==> src/rtl/bmdma_pkg.sv <==
package bmdma_pkg;

    localparam int unsigned NUM_CH  = 2;
    localparam int unsigned SLOT_B  = 8;
    localparam int unsigned DATA_W  = 32;

    typedef enum logic [1:0] {
        SZ_BYTE  = 2'd0,
        SZ_WORD  = 2'd1,
        SZ_DWORD = 2'd2,
        SZ_DWX   = 2'd3
    } acc_size_e;

    // status byte bit positions
    localparam int unsigned ST_ACT = 0;
    localparam int unsigned ST_ERR = 1;
    localparam int unsigned ST_INT = 2;
    localparam int unsigned ST_U5  = 5;
    localparam int unsigned ST_U6  = 6;

    // command byte bit positions
    localparam int unsigned CM_RUN = 0;
    localparam int unsigned CM_DIR = 3;

    typedef struct packed {
        logic       u6;
        logic       u5;
        logic       intr;
        logic       err;
        logic       act;
    } status_t;

    function automatic logic [7:0] status_byte(input status_t s);
        logic [7:0] b;
        b          = 8'h00;
        b[ST_ACT]  = s.act;
        b[ST_ERR]  = s.err;
        b[ST_INT]  = s.intr;
        b[ST_U5]   = s.u5;
        b[ST_U6]   = s.u6;
        return b;
    endfunction

    function automatic logic [DATA_W-1:0] size_mask(input logic [1:0] sz);
        case (sz)
            SZ_BYTE: return 32'h0000_00FF;
            SZ_WORD: return 32'h0000_FFFF;
            default: return 32'hFFFF_FFFF;
        endcase
    endfunction

    function automatic logic [3:0] lane_enables(input logic [1:0] sz,
                                                input logic [1:0] off);
        logic [6:0] base;
        case (sz)
            SZ_BYTE: base = 7'b000_0001;
            SZ_WORD: base = 7'b000_0011;
            default: base = 7'b000_1111;
        endcase
        base = base << off;
        return base[3:0];
    endfunction

endpackage

==> src/rtl/bmdma_chan_regs.sv <==
module bmdma_chan_regs
    import bmdma_pkg::*;
(
    input  logic              clk,
    input  logic              rst,
    input  logic              cmd_we,
    input  logic              sts_we,
    input  logic [3:0]        ptr_be,
    input  logic [7:0]        wr_byte,
    input  logic [DATA_W-1:0] ptr_wdata,
    input  logic              eng_active,
    input  logic              err_set,
    input  logic              int_set,
    output logic [7:0]        cmd_byte,
    output logic [7:0]        sts_byte,
    output logic [DATA_W-1:0] ptr_val,
    output logic              start_pulse,
    output logic              run,
    output logic              dir
);

    logic              run_q, dir_q, start_q;
    status_t           st_q;
    logic [DATA_W-1:2] ptr_q;

    always_ff @(posedge clk) begin
        if (rst) begin
            run_q   <= 1'b0;
            dir_q   <= 1'b0;
            start_q <= 1'b0;
        end else begin
            start_q <= cmd_we && wr_byte[CM_RUN] && !run_q;
            if (cmd_we) begin
                run_q <= wr_byte[CM_RUN];
                dir_q <= wr_byte[CM_DIR];
            end
        end
    end

    always_ff @(posedge clk) begin
        if (rst) begin
            st_q <= '0;
        end else begin
            st_q.act <= eng_active;
            if (err_set)
                st_q.err <= 1'b1;
            else if (sts_we && wr_byte[ST_ERR])
                st_q.err <= 1'b0;
            if (int_set)
                st_q.intr <= 1'b1;
            else if (sts_we && wr_byte[ST_INT])
                st_q.intr <= 1'b0;
            if (sts_we) begin
                st_q.u5 <= wr_byte[ST_U5];
                st_q.u6 <= wr_byte[ST_U6];
            end
        end
    end

    for (genvar i = 0; i < 4; i++) begin : g_lane
        localparam int unsigned LO = (i == 0) ? 2 : 8 * i;
        always_ff @(posedge clk) begin
            if (rst)
                ptr_q[8*i+7:LO] <= '0;
            else if (ptr_be[i])
                ptr_q[8*i+7:LO] <= ptr_wdata[8*i+7:LO];
        end
    end

    always_comb begin
        cmd_byte         = 8'h00;
        cmd_byte[CM_RUN] = run_q;
        cmd_byte[CM_DIR] = dir_q;
        sts_byte         = status_byte(st_q);
        ptr_val          = {ptr_q, 2'b00};
    end

    assign start_pulse = start_q;
    assign run         = run_q;
    assign dir         = dir_q;

    AST_ACT_TRACKS: assert property (@(posedge clk) disable iff (rst)
        1'b1 |=> sts_byte[ST_ACT] == $past(eng_active));
    AST_ERR_W1C: assert property (@(posedge clk) disable iff (rst)
        (sts_we && wr_byte[ST_ERR] && !err_set) |=> !sts_byte[ST_ERR]);
    AST_ERR_SET_WINS: assert property (@(posedge clk) disable iff (rst)
        err_set |=> sts_byte[ST_ERR]);
    AST_INT_SET_WINS: assert property (@(posedge clk) disable iff (rst)
        int_set |=> sts_byte[ST_INT]);
    AST_START_EDGE: assert property (@(posedge clk) disable iff (rst)
        start_pulse |-> (cmd_byte[CM_RUN] && !$past(cmd_byte[CM_RUN])));
    AST_START_ONE: assert property (@(posedge clk) disable iff (rst)
        start_pulse |=> !start_pulse);

endmodule

==> src/rtl/bmdma_rd_mux.sv <==
module bmdma_rd_mux
    import bmdma_pkg::*;
#(
    parameter int unsigned CH   = NUM_CH,
    parameter int unsigned AW   = 4,
    localparam int unsigned CW  = (CH > 1) ? $clog2(CH) : 1
) (
    input  logic                       clk,
    input  logic                       rst,
    input  logic                       rd,
    input  logic [AW-1:0]              addr,
    input  logic [1:0]                 size,
    input  logic [CH-1:0][7:0]         cmd_b,
    input  logic [CH-1:0][7:0]         sts_b,
    input  logic [CH-1:0][DATA_W-1:0]  ptr_v,
    output logic [DATA_W-1:0]          rdata,
    output logic                       rvalid
);

    logic [CW-1:0]       ch;
    logic [1:0]          off;
    logic [DATA_W-1:0]   nxt;

    assign ch  = addr[AW-1:3];
    assign off = addr[1:0];

    always_comb begin
        nxt = '0;
        if (addr[2]) begin
            nxt = (ptr_v[ch] >> {off, 3'b000}) & size_mask(size);
        end else if (size != SZ_BYTE) begin
            nxt = size_mask(size);
        end else begin
            case (off)
                2'd0:    nxt = {24'h0, cmd_b[ch]};
                2'd2:    nxt = {24'h0, sts_b[ch]};
                default: nxt = 32'h0000_00FF;
            endcase
        end
    end

    always_ff @(posedge clk) begin
        if (rst) begin
            rdata  <= '0;
            rvalid <= 1'b0;
        end else begin
            rvalid <= rd;
            if (rd)
                rdata <= nxt;
        end
    end

    AST_RVALID_NEXT: assert property (@(posedge clk) disable iff (rst)
        rd |=> rvalid);
    AST_RVALID_IDLE: assert property (@(posedge clk) disable iff (rst)
        !rd |=> !rvalid);

endmodule

==> src/rtl/bmdma_irq_mirror.sv <==
module bmdma_irq_mirror #(
    parameter int unsigned CH = 2
) (
    input  logic          clk,
    input  logic          rst,
    input  logic [CH-1:0] irq_in,
    output logic [CH-1:0] flag,
    output logic [CH-1:0] legacy
);

    for (genvar n = 0; n < CH; n++) begin : g_ch
        always_ff @(posedge clk) begin
            if (rst)
                flag[n] <= 1'b0;
            else
                flag[n] <= irq_in[n];
        end
        assign legacy[n] = irq_in[n];

        AST_FLAG_MIRROR: assert property (@(posedge clk) disable iff (rst)
            1'b1 |=> flag[n] == $past(irq_in[n]));
    end

endmodule

==> src/rtl/bmdma_regfile.sv <==
module bmdma_regfile
    import bmdma_pkg::*;
(
    input  logic              clk,
    input  logic              rst,
    input  logic [3:0]        bus_addr,
    input  logic [1:0]        bus_size,
    input  logic              bus_wr,
    input  logic              bus_rd,
    input  logic [31:0]       bus_wdata,
    output logic [31:0]       bus_rdata,
    output logic              bus_rvalid,
    input  logic [1:0]        eng_active,
    input  logic [1:0]        eng_err_set,
    input  logic [1:0]        eng_irq_set,
    input  logic [1:0]        drive_irq,
    output logic [1:0]        cfg_irq_flag,
    output logic [1:0]        legacy_irq,
    output logic [1:0]        dma_start,
    output logic [1:0]        dma_run,
    output logic [1:0]        dma_dir
);

    localparam int unsigned CW = (NUM_CH > 1) ? $clog2(NUM_CH) : 1;
    localparam int unsigned AW = CW + $clog2(SLOT_B);

    logic [CW-1:0]               wr_ch;
    logic [1:0]                  wr_off;
    logic                        in_cs, is_byte;
    logic [3:0]                  lanes;
    logic [DATA_W-1:0]           aligned;
    logic [NUM_CH-1:0][7:0]      cmd_b, sts_b;
    logic [NUM_CH-1:0][DATA_W-1:0] ptr_v;

    assign wr_ch   = bus_addr[AW-1:3];
    assign wr_off  = bus_addr[1:0];
    assign in_cs   = !bus_addr[2];
    assign is_byte = (bus_size == SZ_BYTE);
    assign lanes   = lane_enables(bus_size, wr_off);
    assign aligned = bus_wdata << {wr_off, 3'b000};

    for (genvar c = 0; c < NUM_CH; c++) begin : g_chan
        logic       sel, cmd_we, sts_we;
        logic [3:0] be;

        assign sel    = bus_wr && (wr_ch == CW'(c));
        assign cmd_we = sel && in_cs && is_byte && (wr_off == 2'd0);
        assign sts_we = sel && in_cs && is_byte && (wr_off == 2'd2);
        assign be     = (sel && !in_cs) ? lanes : 4'b0000;

        bmdma_chan_regs u_chan (
            .clk         (clk),
            .rst         (rst),
            .cmd_we      (cmd_we),
            .sts_we      (sts_we),
            .ptr_be      (be),
            .wr_byte     (bus_wdata[7:0]),
            .ptr_wdata   (aligned),
            .eng_active  (eng_active[c]),
            .err_set     (eng_err_set[c]),
            .int_set     (eng_irq_set[c]),
            .cmd_byte    (cmd_b[c]),
            .sts_byte    (sts_b[c]),
            .ptr_val     (ptr_v[c]),
            .start_pulse (dma_start[c]),
            .run         (dma_run[c]),
            .dir         (dma_dir[c])
        );

        AST_WIDE_WR_DROP: assert property (@(posedge clk) disable iff (rst)
            (bus_wr && in_cs && !is_byte && wr_ch == CW'(c)) |=> $stable(cmd_b[c]));
    end

    bmdma_rd_mux #(.CH(NUM_CH), .AW(AW)) u_rd (
        .clk    (clk),
        .rst    (rst),
        .rd     (bus_rd),
        .addr   (bus_addr),
        .size   (bus_size),
        .cmd_b  (cmd_b),
        .sts_b  (sts_b),
        .ptr_v  (ptr_v),
        .rdata  (bus_rdata),
        .rvalid (bus_rvalid)
    );

    bmdma_irq_mirror #(.CH(NUM_CH)) u_irq (
        .clk    (clk),
        .rst    (rst),
        .irq_in (drive_irq),
        .flag   (cfg_irq_flag),
        .legacy (legacy_irq)
    );

endmodule

==> config.mk <==
export PLATFORM = sky130hd
export DESIGN_NAME = bmdma_regfile
export DESIGN_NICKNAME = d
export VERILOG_FILES = /design/src/rtl/bmdma_pkg.sv /design/src/rtl/bmdma_chan_regs.sv /design/src/rtl/bmdma_rd_mux.sv /design/src/rtl/bmdma_irq_mirror.sv /design/src/rtl/bmdma_regfile.sv
export SDC_FILE = /design/constraint.sdc
export NUM_CORES = 1
export LEC_CHECK = 0
export BUFFER_PORTS_ARGS = -buffer_cell sky130_fd_sc_hd__buf_4
export CAP_MARGIN = 20
export CORE_ASPECT_RATIO = 1.4
export CORE_MARGIN = 10
export CORE_UTILIZATION = 45
export DETAILED_ROUTE_END_ITERATION = 16
export PLACE_DENSITY = 0.66
export SETUP_SLACK_MARGIN = 0.3
export SLEW_MARGIN = 25
export SYNTH_ARGS = -nofsm -noshare
export SYNTH_HDL_FRONTEND = slang
export SYNTH_SLANG_ARGS = --single-unit
==> constraint.sdc <==
create_clock -name clk -period 2.2 [get_ports clk]
set_input_delay 0.33 -clock clk [delete_from_list [all_inputs] [get_ports clk]]
set_output_delay 0.33 -clock clk [all_outputs]
set_load 0.005 [all_outputs]
# After elaboration in Yosys (flattened, before gate mapping)
# Cells that the tools add are included.
[totals] ff_bits=111 in_bits=50 output_inout_bits=43 elab_cells=88
[classes] order_cmp=1 eq_ne=2 shifts=3 muxes=22 n_bitwise=2 n_reduce_logical=30
[ops] operator="32-bit 2-to-1 mux" n=5
[ops] operator="32-bit case mux with 2 select lines" n=1
[ops] operator="32-bit AND" n=1
[ops] operator="32-bit by 5-bit << shifter with 32-bit output" n=1
[ops] operator="32-bit by 5-bit right shift with 32-bit output" n=1
[ops] operator="1-bit logical AND" n=20
[ops] operator="8-bit 2-to-1 mux" n=2
[ops] operator="8-bit case mux with 2 select lines" n=1
[ops] operator="4-bit 2-to-1 mux" n=3
[ops] operator="2-bit nonzero test" n=5
[ops] operator="1-bit 2-to-1 mux" n=8
[ops] operator="4-bit case mux with 2 select lines" n=1
[ops] operator="7-bit 2-to-1 mux" n=1
[ops] operator="7-bit by 2-bit << shifter with 4-bit output" n=1
[ops] operator="2-bit zero test" n=2
[ops] operator="1-bit zero test" n=3
[ops] operator="2-bit by 1-bit == test with 1-bit output, second input constant" n=1
[ops] operator="2-bit == test, second input constant" n=1
[ops] operator="1-bit by 2-bit < comparator with 1-bit output, second input constant" n=1
[ops] operator="1-bit NOT" n=1

# Longest topological paths before layout
[logic_depth] ltp_word=8 mapped_depth=7 mapped_depth_nobuf=4

# Hierarchy
# Synthesis repeated with hierarchy kept, for this count alone.
[hier_totals] hier_cells=592 hier_area_um2=6112.1
[by_module_without_submodules] mod="bmdma_chan_regs" n_inst=2 cells_each=136 area_per_inst_um2=1470.2 seq_area_each_um2=760.7
[by_module_without_submodules] mod="bmdma_rd_mux" n_inst=1 cells_each=224 area_per_inst_um2=2387.3 seq_area_each_um2=660.6
[by_module_without_submodules] mod="bmdma_regfile" n_inst=1 cells_each=90 area_per_inst_um2=716.9 seq_area_each_um2=0.0
[by_module_without_submodules] mod="bmdma_irq_mirror" n_inst=1 cells_each=6 area_per_inst_um2=67.6 seq_area_each_um2=40.0

# Worst setup path before layout
# OpenSTA, ideal clock, no wires.
[synth_timing] path_type="input -> register" from="in bus_addr[1]" to="reg u_rd.rdata[15]" setup_ns=0.122 arrival_ns=1.535 t_required_ns=2.078 path_slack_ns=0.543 stages=4 path_buffers=2 path_cell_list="buf_4 > buf_2 > mux4_2 > a221o_1"
[synth_between] elab_chain_cells=3
[synth_lines] item="from (decl)" line="bmdma_regfile.sv:6" rtl="input logic [3:0] bus_addr,"
[synth_lines] item="32-bit by 5-bit right shift with 32-bit output" line="bmdma_rd_mux.sv:30" rtl="nxt = (ptr_v[ch] >> {off, 3'b000}) & size_mask(size);"
[synth_lines] item="32-bit AND" line="bmdma_rd_mux.sv:30"
[synth_lines] item="32-bit 2-to-1 mux" line="bmdma_rd_mux.sv:29" rtl="if (addr[2]) begin"
[synth_lines] item="to (signal assigned)" line="bmdma_rd_mux.sv:49" rtl="rdata <= nxt;"
[synth_lines] item="to (decl)" line="bmdma_rd_mux.sv:16" rtl="output logic [DATA_W-1:0] rdata,"
# No other way between the ends.
# A chain may end at the register's enable or synchronous reset.

# Worst setup path in the final report
[layout_timing] from="in bus_addr[0]" to="reg u_rd.rdata[5]"
[layout_between] elab_chain_cells=4 word_cells_on_any_way=7
[layout_lines] item="branches (longest 3 deep; another with 32-bit by 5-bit right shift with 32-bit output)"
[layout_lines] item="32-bit 2-to-1 mux (*)" line="bmdma_rd_mux.sv:29"
# Mark *: on every way between the ends.

==> impl_metrics.toml <==
[power]
power_frac_seq_pct = 47.8
p_total_mw = 4.47
p_per_area_mw_per_mm2 = 655
clkPwrFrac_pct = 37.3
power.leakage_nw = 2.98
ir_worst_vdd_mv = 0.318
switching_power_mw = 1.15
internal-power_mw = 3.32
power_switching_share_pct = 25.8
comb_power_share_pct = 14.9

[layout]
diodes = 0
n_fill_cell = 1099
seqCellArea_mm2 = 0.00222
nNetsFinal = 695
multi_input_area_mm2 = 0.00318
final_util_pct = 54.9
syn_to_final_growth_pct = 18.7
drive_above_1_share_pct = 31.4
fin_cells = 800

[logic_synthesis]
synth.distinct_cells = 49
syn_avg_cell_area_um2 = 10.1
synth_top_area_cell = "dfxtp_1"
synth_area_mm2 = 0.00575
synth_nets = 617
synthMuxAreaShare_pct = 28.9
synth_fa_ha_area_share_pct = 0
yosysWarningCount = 0
synth.top_cells.by_area = "dfxtp_1 39%, mux2i_1 13%, mux4_2 11%"
synth_async_sr_flop_share_pct = 0
synth-simple-area-share_pct = 14.9
synth_xor_area_share_pct = 0
yosysTopAreaCellShare_pct = 38.6
ys_ff_latch = 111
syn_inst = 567
yosys_most_used_dff = "dfxtp_1"
synth_edf_count = 0
ys_seq_area_share_pct = 38.6
synth_compound_area_share_pct = 11.4
yosysMostFrequentCell = "dfxtp_1"
synth_top_family_by_area = "multiplexers"
ys_top_cells_by_count = "111 x dfxtp_1, 87 x nor2_1, 76 x mux2i_1"

[die]
start_util_pct = 46.3
fp.coreArea_mm2 = 0.0124
io_pins = 93
die_h_um = 154
dieWidth_um = 116
die_area_mm2 = 0.0178
rows = 48

[clock_tree]
cts_root_buf = "clkbuf_16"
clk_pin_slew_ns = 0.07
htree_levels = 3
insertion_delay_ns = 0.35
ctsHoldBuffers = 0
cts_tree = "built"
post_cts_resize_count = 0
clockBufferDepth = 2
cts.sinks = 111
postCtsSetupRepairBufs = 0
cts_made_buffers = 9

[timing]
fin_hold_ws_ns = 0.192
hold_violations = 0
fin_crit_sh_pct = 76.5
fmax_mhz = 594
rsz0062_at_grt = "false"
finalSetupTns_ns = 0
finalSetupViolCount = 0
skew_ns = 0.00757
period_needed_ns = 1.68
drv_slew = 0
tightest_slew_ns = 0.842
max_slew_margin_pct = 43.7

[drt]
drt_first_pass_iters = 5
viasPerCell = 5.86
drc = 0
antenna_left = 0
met2_length_um = 7990
wl_per_cell_um = 20.4
wirelength_um = 16300
top_layer_used = "met4"
wl_met1_um = 6820
wl_met3_um = 1110
drt-initial-drc-count = 321
vias = 4686

[global_route]
grt_pass1_wl_um = 26000
antenna_found_initial = 0
grt_max_degree = 100
grt_pass1_vias = 4778
gr-total-overflow = 0
grt_util_all_layers_pct = 18.4

[hold_path]
hp-class = "input port to flop"

[place]
hpwl_um = 11900
place.port_buffers = 92
dp_cells = 784
gp_congestion = 0.823

[worst_setup_path]
worstPathArrival_ns = 1.96
path_max_fanout = 29
crit_path_start_kind = "input port"
crit_required_ns = 2.47
critPathKind = "input port to flop"
cp-end-kind = "flop"

[run]
drv_cap = 0

[run_status]
status = "finished, final reports clean"
[final timing paths]
kind	from	end	slack, ns	cells past startpoint
max reg2reg	g_chan[1].u_chan.ptr_val[24]$_SDFFE_PP0P_	u_rd.rdata[0]$_SDFFE_PP0P_	0.72	3
min	eng_active[1]	g_chan[1].u_chan.sts_byte[0]$_SDFF_PP0_	0.19	2
min reg2reg	g_chan[0].u_chan.ptr_val[4]$_SDFFE_PP0P_	g_chan[0].u_chan.ptr_val[4]$_SDFFE_PP0P_	0.47	2
max	bus_addr[0]	u_rd.rdata[5]$_SDFFE_PP0P_	0.52	6
[per-stage QoR]
step	setup WS, ns	instance area [um2]
floorplan	0.543	5750
global placement	0.102	6520
detailed placement	0.117	6520
CTS	0.486	6820
global route	0.358	6830
finish	0.516	6830
[flip-flops by register name, summed over array words and instances (netlist names)]
signal	flops
g_chan.u_chan.ptr_val	60
u_rd.rdata	32
g_chan.u_chan.sts_byte	10
g_chan.u_chan.dir	2
g_chan.u_chan.run	2
g_chan.u_chan.start_pulse	2
u_irq.flag	2
u_rd.rvalid	1
[worst max-delay path, stage by stage]
cell and delay (ns):
buf_4 0.39, buf_4 0.27, nor3_2 0.06, o21ai_0 0.56, a21oi_1 0.11, a211oi_1 0.21
[cell families (layout without fill, tap and decap cells)]
kind of cell	after synthesis	count (layout)
AOI/OAI and AO/OA	93	93
buffers and inverters	57	140
DFF	111	111
muxes	128	128
and+or+nand+nor	178	178
[cell type report]
cell class / instances / area share (%)
Clock buffer: 11 / 3.56
Clock inverter: 5 / 0.825
Inverter: 5 / 0.275
Multi-Input combinational cell: 399 / 46.5
Sequential cell: 111 / 32.6
Tap cell: 150 / 2.75
Timing Repair Buffer: 119 / 13.5
[metal layers]
layer / vias up / GRT usage [%]
li1: 2225 / -
met1: 2262 / 22.4
met2: 165 / 30.5
met3: 34 / 4.13
met4: 0 / 7.02
met5: - / 0
[power groups by stage]
stage          registers [mW]  clock network [mW]  logic (mW)
3_3_place_gp             2.18                   0       0.653
3_5_place_dp             2.18                   0       0.663
5_1_grt                  2.15                1.76       0.724
4_1_cts                  2.14                1.69       0.668
6_report                 2.14                1.67       0.664
2_1_floorplan            2.17                   0       0.406
[cell usage in the layout, fill, tap and decap left out, drive strengths merged, types with 2 or more instances in the layout]
master     n
o21ai      7
nor3b      4
clkbuf    11
inv        6
and2       2
clkinv     2
mux2i     76
nand3     15
dfxtp    111
nor3      21
a311oi     5
a211oi    19
nor2      87
o2bb2ai    8
a21oi     38
a221o      7
mux4      28
mux2      24
a22o       2
nor2b      5
nand2     33
buf      119
No activity file was read; power rests on OpenSTA's default activity.
